===== src/rtl/idp_pkg.sv =====
package idp_pkg;

    typedef enum logic [2:0] {
        ST_IGNORE,   // not addressed; refuse bytes until next Start
        ST_DEVICE,   // expecting device byte
        ST_ADDR_HI,  // expecting high address byte
        ST_ADDR_LO,  // expecting low address byte
        ST_WR_DATA,  // page write data
        ST_LK_DATA,  // lock-form data byte
        ST_LK_END,   // lock-form complete, waiting for Stop
        ST_READ      // master is reading
    } idp_state_e;

endpackage


===== src/rtl/idp_page_store.sv =====
module idp_page_store #(
    parameter int PAGE_BYTES = 128,
    parameter int PTR_W      = $clog2(PAGE_BYTES)
) (
    input  logic             clk_i,
    input  logic             rst_ni,
    input  logic             we_i,
    input  logic             rd_en_i,
    input  logic [PTR_W-1:0] addr_i,
    input  logic [7:0]       wdata_i,
    output logic             rd_vld_o,
    output logic [7:0]       rd_data_o
);

    typedef struct packed {
        logic       rd_vld;
        logic [7:0] rd_data;
    } store_t;

    store_t     q, d;
    logic [7:0] mem_q [PAGE_BYTES];

    always_comb begin
        d         = q;
        d.rd_vld  = rd_en_i;
        if (rd_en_i) begin
            d.rd_data = mem_q[addr_i];
        end
    end

    always_ff @(posedge clk_i or negedge rst_ni) begin
        if (!rst_ni) begin
            q <= '0;
            for (int i = 0; i < PAGE_BYTES; i++) begin
                mem_q[i] <= '0;
            end
        end else begin
            q <= d;
            if (we_i) begin
                mem_q[addr_i] <= wdata_i;
            end
        end
    end

    assign rd_vld_o  = q.rd_vld;
    assign rd_data_o = q.rd_data;

    // a read enable yields valid data on the following cycle
    p_rd_vld_follows_r5: assert property (@(posedge clk_i) disable iff (!rst_ni)
        rd_en_i |=> rd_vld_o);
    // no read enable, no valid data
    p_rd_vld_quiet_r10: assert property (@(posedge clk_i) disable iff (!rst_ni)
        !rd_en_i |=> !rd_vld_o);
    // data holds between reads
    p_rd_data_hold_r5: assert property (@(posedge clk_i) disable iff (!rst_ni)
        !rd_en_i |=> $stable(rd_data_o));

endmodule


===== src/rtl/idp_cmd_fsm.sv =====
module idp_cmd_fsm
    import idp_pkg::*;
#(
    parameter int         PAGE_BYTES    = 128,
    parameter logic [3:0] TYPE_NIBBLE   = 4'b1011,
    parameter int         LOCK_ADDR_BIT = 10,
    parameter int         LOCK_DATA_BIT = 1,
    parameter int         PTR_W         = $clog2(PAGE_BYTES)
) (
    input  logic             clk_i,
    input  logic             rst_ni,
    input  logic [2:0]       chip_sel_i,
    input  logic             wp_i,
    input  logic             start_i,
    input  logic             stop_i,
    input  logic             byte_vld_i,
    input  logic [7:0]       byte_i,
    input  logic             rd_req_i,
    output logic             ack_vld_o,
    output logic             ack_o,
    output logic             mem_we_o,
    output logic             mem_rd_o,
    output logic [PTR_W-1:0] ptr_o
);

    // position of the lock-select address bit inside the high address byte
    localparam int               HI_LOCK_POS = LOCK_ADDR_BIT - 8;
    localparam logic [PTR_W-1:0] PTR_ONE     = 1;

    typedef struct packed {
        idp_state_e       st;
        logic [PTR_W-1:0] ptr;
        logic             lock_form;
        logic             pend_lock;
        logic             locked;
        logic             ack_vld;
        logic             ack;
    } ctl_t;

    ctl_t q, d;
    logic we_d, rd_d;

    always_comb begin
        d         = q;
        d.ack_vld = 1'b0;
        d.ack     = 1'b0;
        we_d      = 1'b0;
        rd_d      = 1'b0;

        if (start_i) begin
            d.st        = ST_DEVICE;
            d.pend_lock = 1'b0;
        end else if (stop_i) begin
            if (q.st == ST_LK_END && q.pend_lock && !wp_i) begin
                d.locked = 1'b1;
            end
            d.st        = ST_IGNORE;
            d.pend_lock = 1'b0;
        end else if (byte_vld_i) begin
            d.ack_vld = 1'b1;
            unique case (q.st)
                ST_DEVICE: begin
                    if (byte_i[7:4] == TYPE_NIBBLE && byte_i[3:1] == chip_sel_i) begin
                        d.ack = 1'b1;
                        d.st  = byte_i[0] ? ST_READ : ST_ADDR_HI;
                    end else begin
                        d.st  = ST_IGNORE;
                    end
                end
                ST_ADDR_HI: begin
                    d.ack       = 1'b1;
                    d.lock_form = byte_i[HI_LOCK_POS];
                    d.st        = ST_ADDR_LO;
                end
                ST_ADDR_LO: begin
                    d.ack = 1'b1;
                    d.ptr = byte_i[PTR_W-1:0];
                    d.st  = q.lock_form ? ST_LK_DATA : ST_WR_DATA;
                end
                ST_WR_DATA: begin
                    if (!q.locked) begin
                        d.ack = 1'b1;
                        we_d  = !wp_i;
                        d.ptr = q.ptr + PTR_ONE;
                    end
                end
                ST_LK_DATA: begin
                    d.ack       = !q.locked;
                    d.pend_lock = !q.locked && byte_i[LOCK_DATA_BIT];
                    d.st        = ST_LK_END;
                end
                default: begin
                    d.ack = 1'b0;
                end
            endcase
        end else if (rd_req_i && q.st == ST_READ) begin
            rd_d  = 1'b1;
            d.ptr = q.ptr + PTR_ONE;
        end
    end

    always_ff @(posedge clk_i or negedge rst_ni) begin
        if (!rst_ni) begin
            q    <= '0;
            q.st <= ST_IGNORE;
        end else begin
            q <= d;
        end
    end

    assign ack_vld_o = q.ack_vld;
    assign ack_o     = q.ack;
    assign mem_we_o  = we_d;
    assign mem_rd_o  = rd_d;
    assign ptr_o     = q.ptr;

    // one decision per received byte, on the next cycle
    p_ack_per_byte_r2: assert property (@(posedge clk_i) disable iff (!rst_ni)
        (byte_vld_i && !start_i && !stop_i) |=> ack_vld_o);
    p_no_spurious_ack_r2: assert property (@(posedge clk_i) disable iff (!rst_ni)
        !byte_vld_i |=> !ack_vld_o);
    // lock is sticky and only appears right after a Stop
    p_lock_sticky_r7: assert property (@(posedge clk_i) disable iff (!rst_ni)
        q.locked |=> q.locked);
    p_lock_at_stop_r7: assert property (@(posedge clk_i) disable iff (!rst_ni)
        $rose(q.locked) |-> $past(stop_i));
    // locked page write data is refused
    p_locked_wr_nack_r8: assert property (@(posedge clk_i) disable iff (!rst_ni)
        (q.st == ST_WR_DATA && q.locked && byte_vld_i && !start_i && !stop_i)
            |=> (ack_vld_o && !ack_o));
    // nothing is stored while write-protected
    p_wp_no_store_r9: assert property (@(posedge clk_i) disable iff (!rst_ni)
        wp_i |-> !mem_we_o);
    // write-protect at the Stop prevents locking
    p_wp_no_lock_r7: assert property (@(posedge clk_i) disable iff (!rst_ni)
        (wp_i && !q.locked) |=> !q.locked);

endmodule


===== src/rtl/idpage_ctrl.sv =====
module idpage_ctrl #(
    parameter int         PAGE_BYTES    = 128,
    parameter logic [3:0] TYPE_NIBBLE   = 4'b1011,
    parameter int         LOCK_ADDR_BIT = 10,
    parameter int         LOCK_DATA_BIT = 1
) (
    input  logic       clk_i,
    input  logic       rst_ni,
    input  logic [2:0] chip_sel_i,
    input  logic       wp_i,
    input  logic       start_i,
    input  logic       stop_i,
    input  logic       byte_vld_i,
    input  logic [7:0] byte_i,
    input  logic       rd_req_i,
    output logic       ack_vld_o,
    output logic       ack_o,
    output logic       rd_vld_o,
    output logic [7:0] rd_data_o
);

    localparam int PTR_W = $clog2(PAGE_BYTES);

    logic             mem_we;
    logic             mem_rd;
    logic [PTR_W-1:0] ptr;

    idp_cmd_fsm #(
        .PAGE_BYTES   (PAGE_BYTES),
        .TYPE_NIBBLE  (TYPE_NIBBLE),
        .LOCK_ADDR_BIT(LOCK_ADDR_BIT),
        .LOCK_DATA_BIT(LOCK_DATA_BIT),
        .PTR_W        (PTR_W)
    ) u_fsm (
        .clk_i     (clk_i),
        .rst_ni    (rst_ni),
        .chip_sel_i(chip_sel_i),
        .wp_i      (wp_i),
        .start_i   (start_i),
        .stop_i    (stop_i),
        .byte_vld_i(byte_vld_i),
        .byte_i    (byte_i),
        .rd_req_i  (rd_req_i),
        .ack_vld_o (ack_vld_o),
        .ack_o     (ack_o),
        .mem_we_o  (mem_we),
        .mem_rd_o  (mem_rd),
        .ptr_o     (ptr)
    );

    idp_page_store #(
        .PAGE_BYTES(PAGE_BYTES),
        .PTR_W     (PTR_W)
    ) u_store (
        .clk_i    (clk_i),
        .rst_ni   (rst_ni),
        .we_i     (mem_we),
        .rd_en_i  (mem_rd),
        .addr_i   (ptr),
        .wdata_i  (byte_i),
        .rd_vld_o (rd_vld_o),
        .rd_data_o(rd_data_o)
    );

endmodule


===== config.mk =====
export PLATFORM = sky130hd
export DESIGN_NAME = idpage_ctrl
export DESIGN_NICKNAME = d
export VERILOG_FILES = /design/src/rtl/idp_pkg.sv /design/src/rtl/idp_page_store.sv /design/src/rtl/idp_cmd_fsm.sv /design/src/rtl/idpage_ctrl.sv
export SDC_FILE = /design/constraint.sdc
export NUM_CORES = 2
export LEC_CHECK = 0
export BUFFER_PORTS_ARGS = -buffer_cell sky130_fd_sc_hd__buf_2
export CAP_MARGIN = 20
export CORE_UTILIZATION = 64
export CTS_BUF_LIST = sky130_fd_sc_hd__clkbuf_8
export DETAILED_ROUTE_END_ITERATION = 8
export PLACE_DENSITY_LB_ADDON = 0.1
export SKIP_LAST_GASP = 1
export SYNTH_ARGS = -nofsm -noshare
export SYNTH_HDL_FRONTEND = slang
export SYNTH_SLANG_ARGS = --single-unit
export TNS_END_PERCENT = 50

===== constraint.sdc =====
create_clock -name clk_i -period 3.56 [get_ports clk_i]
set_input_delay 0.178 -clock clk_i [delete_from_list [all_inputs] [get_ports clk_i]]
set_output_delay 0.178 -clock clk_i [all_outputs]
set_load 0.02 [all_outputs]

==> flow_summary.ini <==
[critical_path]
cp_max_fo = 35
startpoint_type = register
worstPathCellList = buf_4 -> and2_1 -> buf_4 -> a221o_1 -> a221oi_1 -> nor4b_1 -> a21oi_1 -> buf_4 -> a31oi_1
cpPeakStageDelay_ns = 0.87
critPathBufInv = 3
reg2reg_to = u_store.rd_data_o[2]$_DFFE_PN0P_
endpoint_kind = register
cpMostUsedCell = buf_4
r2r_start = u_fsm.ptr_o[1]$_DFFE_PN0P_
worstPathArrival_ns = 4.12
crit_slowest_cell = dfrtp_4
crit_family = simple AND/OR/NAND/NOR gates
worstSetupPathType = register to register
r2r_cells = 9
required_ns = 4.30
regToRegSetupSlack_ns = 0.18

[timing]
finalSetupViolCount = 0
period_needed_ns = 3.379
rsz0062_at_grt = no
relSlewSlack_pct = 25.45
worst-slew-pin-transition_ns = 1.118
fin_skew_ns = 0.04181
final_hold_viol_count = 0
fin_tns_setup_ns = 0
setup_ws_ns = 0.1813
finalCritPeriodShare_pct = 94.91
timing.fmax_ghz = 0.2960
drv_slew = 0

[flow_run]
maxCapViolations = 0

[drt]
wl_per_cell_microns = 29.87
drtAntennaViolNets = 0
drc = 0
avgViaCountPerCell = 6.899
firstDrtPassIters = 6
wirelength_mm = 139.5
vias = 32230
first_iter_violations = 3203

[power]
max-vdd-ir-drop_uv = 399.1
power_frac_seq_pct = 48.2
combPwrFrac_pct = 11.7
p_clk_share_pct = 40.1
switching_share_pct = 27.74
power_switching_mw = 6.937
leakagePower_nw = 26.56
p_int_mw = 18.07
powerDensity_mw_per_mm2 = 463.1

[die]
start_util_pct = 64.99
ioPinCount = 29
die-area_sq_mm = 0.07709
die_y_microns = 277.6
core_area_sq_mm = 0.07482
fp.dieW_microns = 277.6
placementRows = 100

[placement]
dpl.hpwl_mm = 89.44
place.gp.congestion = 0.9097
pre_cts_ws_ns = 0.2201
dp.cells = 4364
placement.io_buffers = 28

[clocking]
path_clk_slew_ns = 0.06
root_buffer = clkbuf_8
clk_latency_ns = 0.84
htree_levels = 4
tritoncts = built
cts.sinks = 1048
cts_buffer_depth = 3
cts_made_buffers = 168
cts_setup_buffers = 0

[cells_and_area]
nets = 3600
drive_above_1_share_pct = 44.62
syn2layout_area_growth_pct = 11.06
fillerInstances = 4947
fin_cells = 4672

[logic_synthesis]
syn-mean-instance-area_sq_um = 14.09
synth_edf_count = 0
synth_ff_type = dfrtp_1
syn_nets = 3469
ys_seq_area_share_pct = 53.93
yosys.area.top_type = dfrtp_1
synth_top_cell_area_share_pct = 53.93
syn_area_sq_mm = 0.04863
post-synth-top-count-cell = dfrtp_1
synth_common_cells = dfrtp_1 (1048), mux2_2 (995), nand2_1 (181)
synthArstFlopShare_pct = 100.0
synth_cell_types = 77
synth_cells = 3450
yosys_warnings = 0
synth-seq-cells = 1048
synth_area_leaders = dfrtp_1 (54%), mux2_2 (23%), mux4_2 (6.5%)

[worst_hold_path]
hold_depth = 3
hp-class = primary input to register
hold_start = byte_i[3]
hold_end = u_fsm.ptr_o[3]$_DFFE_PN0P_

[grt]
grt_max_degree = 131
gr-usage-all-layers_pct = 36.99
grt_pass1_wl_mm = 213.4
grt_antenna_before_repair = 2
first_global_vias = 34010
grt_overflow = 0

[run_status]
status = finished clean
-- final cells by class --
class / count / area [sq um] / area share [%]
Sequential cell: 1048 / 26240 / 48.59
Multi-Input combinational cell: 2127 / 21220 / 39.30
Tap cell: 969 / 1212 / 2.245
Inverter: 12 / 45.04 / 0.08341
Clock buffer: 207 / 2849 / 5.276
Antenna cell: 1 / 2.502 / 0.004634
Clock inverter: 84 / 397.9 / 0.7368
Timing Repair Buffer: 224 / 2034 / 3.767
-- flip-flops by register name (all words and copies together), names as in the netlist --
register / cells
u_store.mem_q: 1024
u_fsm.ack_o: 1
u_store.rd_vld_o: 1
u_fsm.q: 6
u_fsm.ptr_o: 7
u_fsm.ack_vld_o: 1
u_store.rd_data_o: 8
-- cells in the final DEF, fill, tap and decap left out, types with 40 or more instances in the layout --
cell type,instances
nor2_1,64
o21ai_0,49
inv_1,74
mux2i_1,79
a21oi_1,56
mux2_1,80
dfrtp_1,1043
buf_4,160
mux4_2,141
mux2_2,995
clkbuf_8,207
nand2_1,181
a22oi_1,40
a221oi_1,56
-- logic make-up after synthesis --
family                   share of synthesized area (%)
buffers and inverters                            2.501
AND/OR/NAND/NOR                                  4.737
flip-flops                                       53.93
XOR/XNOR                                       0.05404
AO/OA/AOI/OAI                                    5.699
adder cells (fa/ha/maj)                        0.02573
multiplexers                                     33.05
-- repair_timing --
item / CTS / global route
gates resized for setup: 0 / 1
endpoints found under the setup margin: 0 / 1
hold endpoints to repair: 485 / 0
hold buffers: 16 / 0
-- per-stage QoR --
stage | util (%) | power [mW] | instance area [sq um] | hold slack (ns)
CTS | 72.17 | 25.06 | 54000 | 0.02378
finish | 72.18 | 25.01 | 54000 | 0.07568
global placement | 67.59 | 15.08 | 50570 | 0.2476
floorplan | - | 13.72 | 48630 | -0.1176
global route | 72.18 | 25.76 | 54000 | 0.09763
detailed placement | 67.59 | 15.11 | 50570 | 0.2554
-- worst register-to-register path: cells and delay by family (launching register included) --
family | cells | cell delay (ns)
flip-flops | 1 | 0.87
AND/OR/NAND/NOR | 2 | 0.96
AO/OA/AOI/OAI | 4 | 0.67
buffers and inverters | 3 | 0.80
-- how the worst max path moves through the flow --
stage                                  endpoint                        from  cells after the start  slack (ns)
2_1_floorplan  u_store.rd_data_o[4]$_DFFE_PN0P_  u_fsm.ptr_o[0]$_DFFE_PN0P_                      9        1.07
3_3_place_gp   u_store.rd_data_o[2]$_DFFE_PN0P_  u_fsm.ptr_o[1]$_DFFE_PN0P_                      7       -0.04
3_5_place_dp   u_store.rd_data_o[3]$_DFFE_PN0P_  u_fsm.ptr_o[1]$_DFFE_PN0P_                      7        0.22
4_1_cts        u_store.rd_data_o[3]$_DFFE_PN0P_  u_fsm.ptr_o[1]$_DFFE_PN0P_                      7        0.16
5_1_grt        u_store.rd_data_o[2]$_DFFE_PN0P_  u_fsm.ptr_o[1]$_DFFE_PN0P_                     10        0.11
6_report       u_store.rd_data_o[2]$_DFFE_PN0P_  u_fsm.ptr_o[1]$_DFFE_PN0P_                      9        0.18
-- layer usage --
| layer | GRT usage, % | part of all wire, % |
|---|---|---|
| met1 | 51.14 | 41 |
| met2 | 56.34 | 46 |
| met3 | 8.785 | 9.1 |
| met4 | 16.25 | 4.3 |
| met5 | 0 | 0 |
-- power groups by stage --
stage | sequential [mW] | clock, mW | combinational [mW]
2_1_floorplan | 12.2 | 0 | 1.56
3_3_place_gp | 12.3 | 0 | 2.82
3_5_place_dp | 12.3 | 0 | 2.84
4_1_cts | 12.1 | 10.1 | 2.87
5_1_grt | 12.1 | 10.7 | 3.05
6_report | 12.1 | 10.0 | 2.92
No activity file was read; power rests on OpenSTA's default activity.
